`config.mk`:
```
export PLATFORM = sky130hd
export DESIGN_NAME = dbf_front
export DESIGN_NICKNAME = d
export VERILOG_FILES = /design/src/rtl/dbf_pkg.sv /design/src/rtl/dbf_hold_reg.sv /design/src/rtl/dbf_timing_chk.sv /design/src/rtl/dbf_front.sv
export SDC_FILE = /design/constraint.sdc
export NUM_CORES = 1
export LEC_CHECK = 0
export BUFFER_PORTS_ARGS = -buffer_cell sky130_fd_sc_hd__buf_2
export CAP_MARGIN = 20
export CORE_ASPECT_RATIO = 2
export CORE_MARGIN = 2
export CORE_UTILIZATION = 48
export CTS_BUF_LIST = sky130_fd_sc_hd__clkbuf_8
export CTS_CLUSTER_SIZE = 10
export DETAILED_ROUTE_END_ITERATION = 8
export PLACE_DENSITY = 0.87
export RECOVER_POWER = 50
export SLEW_MARGIN = 20
export SYNTH_ARGS = -nofsm -noshare
export SYNTH_HDL_FRONTEND = slang
export SYNTH_SLANG_ARGS = --single-unit
```
`constraint.sdc`:
```
create_clock -name clk -period 1.3 [get_ports clk]
set_clock_uncertainty 0.1 [all_clocks]
set_input_delay 0.195 -clock clk [delete_from_list [all_inputs] [get_ports clk]]
set_output_delay 0.195 -clock clk [all_outputs]
set_load 0.05 [all_outputs]
```
`src/rtl/dbf_pkg.sv`:
```
package dbf_pkg;

  typedef struct packed {
    logic sel_n;
    logic latch_en;
    logic ld1_n;
    logic ld2_n;
    logic xfr_n;
  } dbf_ctrl_t;

  function automatic logic stage_qual(input dbf_ctrl_t c);
    return (~c.sel_n) & c.latch_en & (~c.ld1_n);
  endfunction

  function automatic logic code_qual(input dbf_ctrl_t c);
    return (~c.ld2_n) & (~c.xfr_n);
  endfunction

endpackage

```
`src/rtl/dbf_hold_reg.sv`:
```
module dbf_hold_reg #(
  parameter int W = 8
) (
  input  logic         clk,
  input  logic         rst_n,
  input  logic         en,
  input  logic [W-1:0] d,
  output logic [W-1:0] q
);

  logic [W-1:0] q_nxt;

  always_comb begin
    q_nxt = q;
    if (en) q_nxt = d;
  end

  always_ff @(posedge clk or negedge rst_n) begin
    if (!rst_n) q <= '0;
    else        q <= q_nxt;
  end

endmodule

```
`src/rtl/dbf_timing_chk.sv`:
```
module dbf_timing_chk #(
  parameter int W         = 8,
  parameter int MIN_W_CYC = 45,
  parameter int HOLD_CYC  = 3
) (
  input  logic         clk,
  input  logic         rst_n,
  input  logic         strobe,
  input  logic [W-1:0] bus,
  input  logic [W-1:0] held,
  output logic         err_width,
  output logic         err_hold
);

  localparam int WCW = $clog2(MIN_W_CYC + 1);
  localparam int HCW = $clog2(HOLD_CYC + 1);
  localparam logic [WCW-1:0] MIN_W_L  = WCW'(MIN_W_CYC);
  localparam logic [HCW-1:0] HOLD_L1  = HCW'(HOLD_CYC - 1);

  logic           strobe_d;
  logic [WCW-1:0] wcnt, wcnt_nxt;
  logic [HCW-1:0] hleft, hleft_nxt;
  logic           ew_nxt, eh_nxt;
  logic           release_e, in_win;

  always_comb begin
    release_e = strobe_d & ~strobe;
    in_win    = release_e | ((hleft != '0) & ~strobe);

    wcnt_nxt = '0;
    if (strobe) wcnt_nxt = (wcnt == MIN_W_L) ? wcnt : wcnt + 1'b1;

    hleft_nxt = '0;
    if (!strobe) begin
      if (release_e)           hleft_nxt = HOLD_L1;
      else if (hleft != '0)    hleft_nxt = hleft - 1'b1;
    end

    ew_nxt = err_width | (release_e & (wcnt < MIN_W_L));
    eh_nxt = err_hold  | (in_win & (bus != held));
  end

  always_ff @(posedge clk or negedge rst_n) begin
    if (!rst_n) begin
      strobe_d  <= 1'b0;
      wcnt      <= '0;
      hleft     <= '0;
      err_width <= 1'b0;
      err_hold  <= 1'b0;
    end else begin
      strobe_d  <= strobe;
      wcnt      <= wcnt_nxt;
      hleft     <= hleft_nxt;
      err_width <= ew_nxt;
      err_hold  <= eh_nxt;
    end
  end

  // width flag is sticky
  assert_width_sticky_R7: assert property (@(posedge clk) disable iff (!rst_n)
    err_width |=> err_width);

  // hold flag is sticky
  assert_hold_sticky_R8: assert property (@(posedge clk) disable iff (!rst_n)
    err_hold |=> err_hold);

  // a hold fault is never recorded while the strobe is active
  assert_hold_quiet_R8: assert property (@(posedge clk) disable iff (!rst_n)
    strobe |=> $stable(err_hold));

  // a width fault only appears on a release edge
  assert_width_on_release_R7: assert property (@(posedge clk) disable iff (!rst_n)
    (strobe | ~strobe_d) |=> $stable(err_width));

endmodule

```
`src/rtl/dbf_front.sv`:
```
module dbf_front #(
  parameter int DW        = 8,
  parameter int MIN_W_CYC = 45,
  parameter int HOLD_CYC  = 3
) (
  input  logic          clk,
  input  logic          rst_n,
  input  logic [DW-1:0] bus_d,
  input  logic          sel_n,
  input  logic          latch_en,
  input  logic          ld1_n,
  input  logic          ld2_n,
  input  logic          xfr_n,
  output logic [DW-1:0] code_q,
  output logic [DW-1:0] code_qn,
  output logic          err_width,
  output logic          err_hold
);
  import dbf_pkg::*;

  localparam logic [DW-1:0] FULL = {DW{1'b1}};

  dbf_ctrl_t     ctrl;
  logic          ld_stage, ld_code;
  logic [DW-1:0] stage_q, stage_view;

  always_comb begin
    ctrl       = '{sel_n: sel_n, latch_en: latch_en, ld1_n: ld1_n,
                   ld2_n: ld2_n, xfr_n: xfr_n};
    ld_stage   = stage_qual(ctrl);
    ld_code    = code_qual(ctrl);
    stage_view = ld_stage ? bus_d : stage_q;
  end

  dbf_hold_reg #(.W(DW)) u_stage (
    .clk(clk), .rst_n(rst_n), .en(ld_stage), .d(bus_d), .q(stage_q)
  );

  dbf_hold_reg #(.W(DW)) u_code (
    .clk(clk), .rst_n(rst_n), .en(ld_code), .d(stage_view), .q(code_q)
  );

  always_comb code_qn = FULL - code_q;

  dbf_timing_chk #(.W(DW), .MIN_W_CYC(MIN_W_CYC), .HOLD_CYC(HOLD_CYC)) u_chk (
    .clk(clk), .rst_n(rst_n), .strobe(ld_stage), .bus(bus_d), .held(stage_q),
    .err_width(err_width), .err_hold(err_hold)
  );

  // outputs always sum to full scale
  assert_comp_sum_R5: assert property (@(posedge clk) disable iff (!rst_n)
    (code_q + code_qn) == FULL);

  // pass-through follows the bus one cycle later
  assert_pass_through_R4: assert property (@(posedge clk) disable iff (!rst_n)
    (!sel_n && latch_en && !ld1_n && !ld2_n && !xfr_n) |=> code_q == $past(bus_d));

  // no transfer leaves the output unchanged
  assert_code_hold_R3: assert property (@(posedge clk) disable iff (!rst_n)
    !(!ld2_n && !xfr_n) |=> $stable(code_q));

  // transfer alone copies the staged word
  assert_transfer_R3: assert property (@(posedge clk) disable iff (!rst_n)
    (ld_code && !ld_stage) |=> code_q == $past(stage_q));

  // with the enable low the staged word is frozen
  assert_freeze_R6: assert property (@(posedge clk) disable iff (!rst_n)
    !latch_en |=> $stable(stage_q));

endmodule

```
==> insert_results.sql <==
INSERT INTO impl_metrics (metric_group, metric, value, unit) VALUES
('clock_tree', 'cts_max_level', '1', ''),
('timing', 'final-max-slew-violation-count', '0', ''),
('drt', 'wl_per_cell', '14.23', 'microns'),
('layout', 'layout-area-overhead-vs-synth', '33.80', '%'),
('synthesis', 'synth_cell_type_count', '29', ''),
('timing', 'unrepaired_setup_endpoints_after_global_routing', 'yes', ''),
('synthesis', 'yosys.area_share.xor_xnor', '0.08375', ''),
('drt', 'drtPass1Iterations', '4', ''),
('floorplan', 'die-width', '40.16', 'microns'),
('setup_path', 'worst-r2r-setup-slack', '-0.15', 'ns'),
('setup_path', 'worstSetupStartpointType', 'flop', ''),
('setup_path', 'cp.required', '1.36', 'ns'),
('min_path', 'min_path_type', 'in -> reg', ''),
('timing', 'layout_min_cycle_time', '1.451', 'ns'),
('place', 'place_hpwl', '1.845', 'mm'),
('drt', 'drt.antenna.violating_nets', '0', ''),
('synthesis', 'synth_seq_area_share', '0.5384', ''),
('global_routing', 'grt-ovfl-total', '0', ''),
('synthesis', 'post_synth.cell_area_avg', '11.31', 'sq um'),
('clock_tree', 'clock-root-buffer', 'clkbuf_8', ''),
('drt', 'remaining_drc_errors', '0', ''),
('clock_tree', 'clkLatencyLatePin', '0.27', 'ns'),
('layout', 'num-nets-final', '176', ''),
('setup_path', 'timing.critical_path.arrival', '1.51', 'ns'),
('synthesis', 'synthesis.yosys.warnings', '0', ''),
('pwr', 'max-vdd-ir-drop', '1221', 'uV'),
('layout', 'mostFrequentLayoutCells', '24 x buf_2, 19 x buf_4, 18 x dfrtp_1, 13 x nor2_1, 11 x xor2_1', ''),
('setup_path', 'criticalPathCategory', 'reg -> reg', ''),
('synthesis', 'postSynthCellCount', '111', ''),
('setup_path', 'end_kind', 'flop', ''),
('clock_tree', 'clock_tree_buffer_depth', '2', ''),
('floorplan', 'floorplan.rows', '26', ''),
('clock_tree', 'clock_tree_from_tritoncts', 'done', ''),
('synthesis', 'synth_simple_gate_area_frac', '0.1186', ''),
('place', 'finalWeightedCongestion', '0.7450', ''),
('floorplan', 'ioPinCount', '33', ''),
('floorplan', 'initial_core_util', '0.5010', ''),
('layout', 'layout.cells.most_common', 'buf_2', ''),
('place', 'io_buffer_count', '32', ''),
('global_routing', 'grt_antenna_before_repair', '0', ''),
('pwr', 'leakage', '0.7374', 'nW'),
('synthesis', 'post_synth_mux_area_share', '0.08674', ''),
('drt', 'detailedRoute.firstIterationViolations', '23', ''),
('job', 'maxCapViolCount', '0', ''),
('place', 'pre_cts_slack', '-0.1361', 'ns'),
('setup_path', 'cp_max_fo', '2', ''),
('timing', 'report.final.setup_viol', '7', ''),
('status', 'status', 'finished with violations', ''),
('timing', 'tightestPinTransition', '0.5871', 'ns'),
('synthesis', 'largest_family_of_logic_cells_by_synthesized_area', 'simple AND/OR/NAND/NOR gates', ''),
('global_routing', 'wire_length_of_the_first_global_routing_pass', '4.305', 'mm'),
('synthesis', 'synth_nets', '129', ''),
('pwr', 'total_power', '0.002320', 'W'),
('layout', 'final_util', '0.6703', ''),
('drt', 'via_count', '943', ''),
('min_path', 'holdPathStages', '2', ''),
('global_routing', 'maximum_number_of_pins_on_one_net_before_global_route_repair', '28', ''),
('floorplan', 'dieHeight', '76.31', 'microns'),
('drt', 'drt-total-wl', '2.632', 'mm'),
('clock_tree', 'cts.sink_count', '27', ''),
('setup_path', 'worst_case_reg_to_reg_path_depth', '4', ''),
('timing', 'slew_margin_rel', '0.6086', ''),
('pwr', 'p_per_area', '1381', 'nW/um^2'),
('global_routing', 'gr-usage-all-layers', '0.2000', ''),
('floorplan', 'die-area', '3064', 'sq um'),
('timing', 'finalHoldWorstSlack', '0.1008', 'ns'),
('floorplan', 'floorplan.core_area', '2505', 'sq um'),
('clock_tree', 'cts.clk_slew.worst_paths', '0.08', 'ns'),
('timing', 'timing_hold_violations_final', '0', ''),
('layout', 'antenna-diode-count', '0', ''),
('drt', 'avgViaCountPerCell', '5.097', ''),
('clock_tree', 'tritoncts_buffers', '3', ''),
('synthesis', 'synth-adder-area-share', '0.02991', ''),
('layout', 'drive_above_1_share', '0.5478', ''),
('timing', 'post-route-period-util', '1.116', ''),
('timing', 'maxClockFrequency', '689.0', 'MHz'),
('synthesis', 'ff_latch_count_synth', '27', ''),
('timing', 'timing.final.ws_setup', '-0.1513', 'ns'),
('status', 'violations', 'setup timing', ''),
('synthesis', 'synth-compound-area-share', '0.07378', ''),
('global_routing', 'first_global_vias', '985', ''),
('synthesis', 'netlist_area', '1255', 'sq um');
[cell families after synthesis]
| group | count (synthesis) |
|---|---|
| xor gates and xnor gates | 12 |
| AOI/OAI and AO/OA | 17 |
| muxes | 8 |
| DFF | 27 |
| and+or+nand+nor | 29 |
| adders and majority gates | 3 |
| buffers and inverters | 15 |
[final cells by class]
cell class | count | area [sq um]
Inverter | 12 | 80.08
Fill cell | 171 | 825.8
Timing Repair Buffer | 45 | 284.0
Tap cell | 28 | 35.03
Sequential cell | 27 | 686.9
Clock inverter | 1 | 3.754
Clock buffer | 3 | 41.29
Multi-Input combinational cell | 69 | 548.0
[report_power, final]
group / switching [W] / leakage (nW) / total, W / internal (W)
combinational: 0.000556 / 0.394 / 0.000823 / 0.000267
sequential: 0.0000911 / 0.316 / 0.00104 / 0.000950
clock: 0.000243 / 0.0269 / 0.000455 / 0.000212
[stage by stage]
| stage | setup TNS (ns) | cell area [sq um] | instances |
|---|---|---|---|
| global placement | -0.4815 | 1506 | 175 |
| detailed placement | -1.094 | 1506 | 175 |
| CTS | -0.4909 | 1643 | 183 |
| floorplan | -0.04082 | 1295 | 111 |
| finish | -0.5219 | 1679 | 185 |
| global route | -1.015 | 1679 | 185 |
[worst max-delay path: stages, from the launching register on]
cell and delay (ns):
dfrtp_1 0.39, xor2_1 0.16, nor4_2 0.35, a211oi_2 0.11, or2_1 0.23
[metal layers]
metal	GRT usage	vias up	share of wire	routed length, microns
li1	-	456	-	-
met1	0.2346	459	0.37	968
met2	0.3387	24	0.59	1551
met3	0.01749	4	0.028	73
met4	0.08966	0	0.014	38
met5	0	-	0	0
[flip-flops by register name, summed over array words and instances, names as in the netlist]
signal	cells
u_chk.strobe_d	1
u_chk.err_width	1
u_stage.q	8
u_chk.wcnt	6
u_chk.err_hold	1
u_chk.hleft	2
u_code.q	8
[final timing paths]
path | startpoint | to
hold reg to reg | u_chk.hleft[0] | u_chk.hleft[0]
hold / removal | bus_d[4] | u_stage.q[4]
setup / recovery | u_stage.q[4] | u_chk.err_hold
max in group asynchronous | rst_n | u_code.q[6]
setup reg to reg | u_stage.q[4] | u_chk.err_hold
min in group asynchronous | rst_n | u_stage.q[1]
[cell usage after synthesis]
cell | n | area share
nor4b_1 | 1 | 0.0070
and2_1 | 1 | 0.0050
a21oi_1 | 10 | 0.040
inv_6 | 1 | 0.0070
a31oi_1 | 1 | 0.0050
mux2_2 | 3 | 0.027
or2_1 | 1 | 0.0050
buf_6 | 1 | 0.0090
nand2_1 | 2 | 0.0060
clkbuf_2 | 1 | 0.0040
nor2b_1 | 1 | 0.0050
xor2_1 | 11 | 0.077
o21ai_0 | 4 | 0.016
inv_1 | 11 | 0.033
ha_1 | 3 | 0.030
a211oi_1 | 1 | 0.0060
mux2_4 | 5 | 0.060
xnor2_1 | 1 | 0.0070
nand4_1 | 2 | 0.010
nand2_4 | 1 | 0.0090
or2_2 | 1 | 0.0050
nor2_1 | 13 | 0.039
a31o_2 | 1 | 0.0070
nor2_2 | 1 | 0.0050
nor4_1 | 2 | 0.010
nor3_1 | 2 | 0.0080
dfrtp_1 | 27 | 0.54
and3_1 | 1 | 0.0050
buf_12 | 1 | 0.016
[repair_timing]
item,CTS,global route
pin swaps,9,5
hold buffers,1,0
endpoints found under the setup margin,15,7
gates resized for setup,19,6
buffers inserted,4,2
endpoints found under the hold margin,27,0
Note: power is estimated with default switching activity, not from simulation.
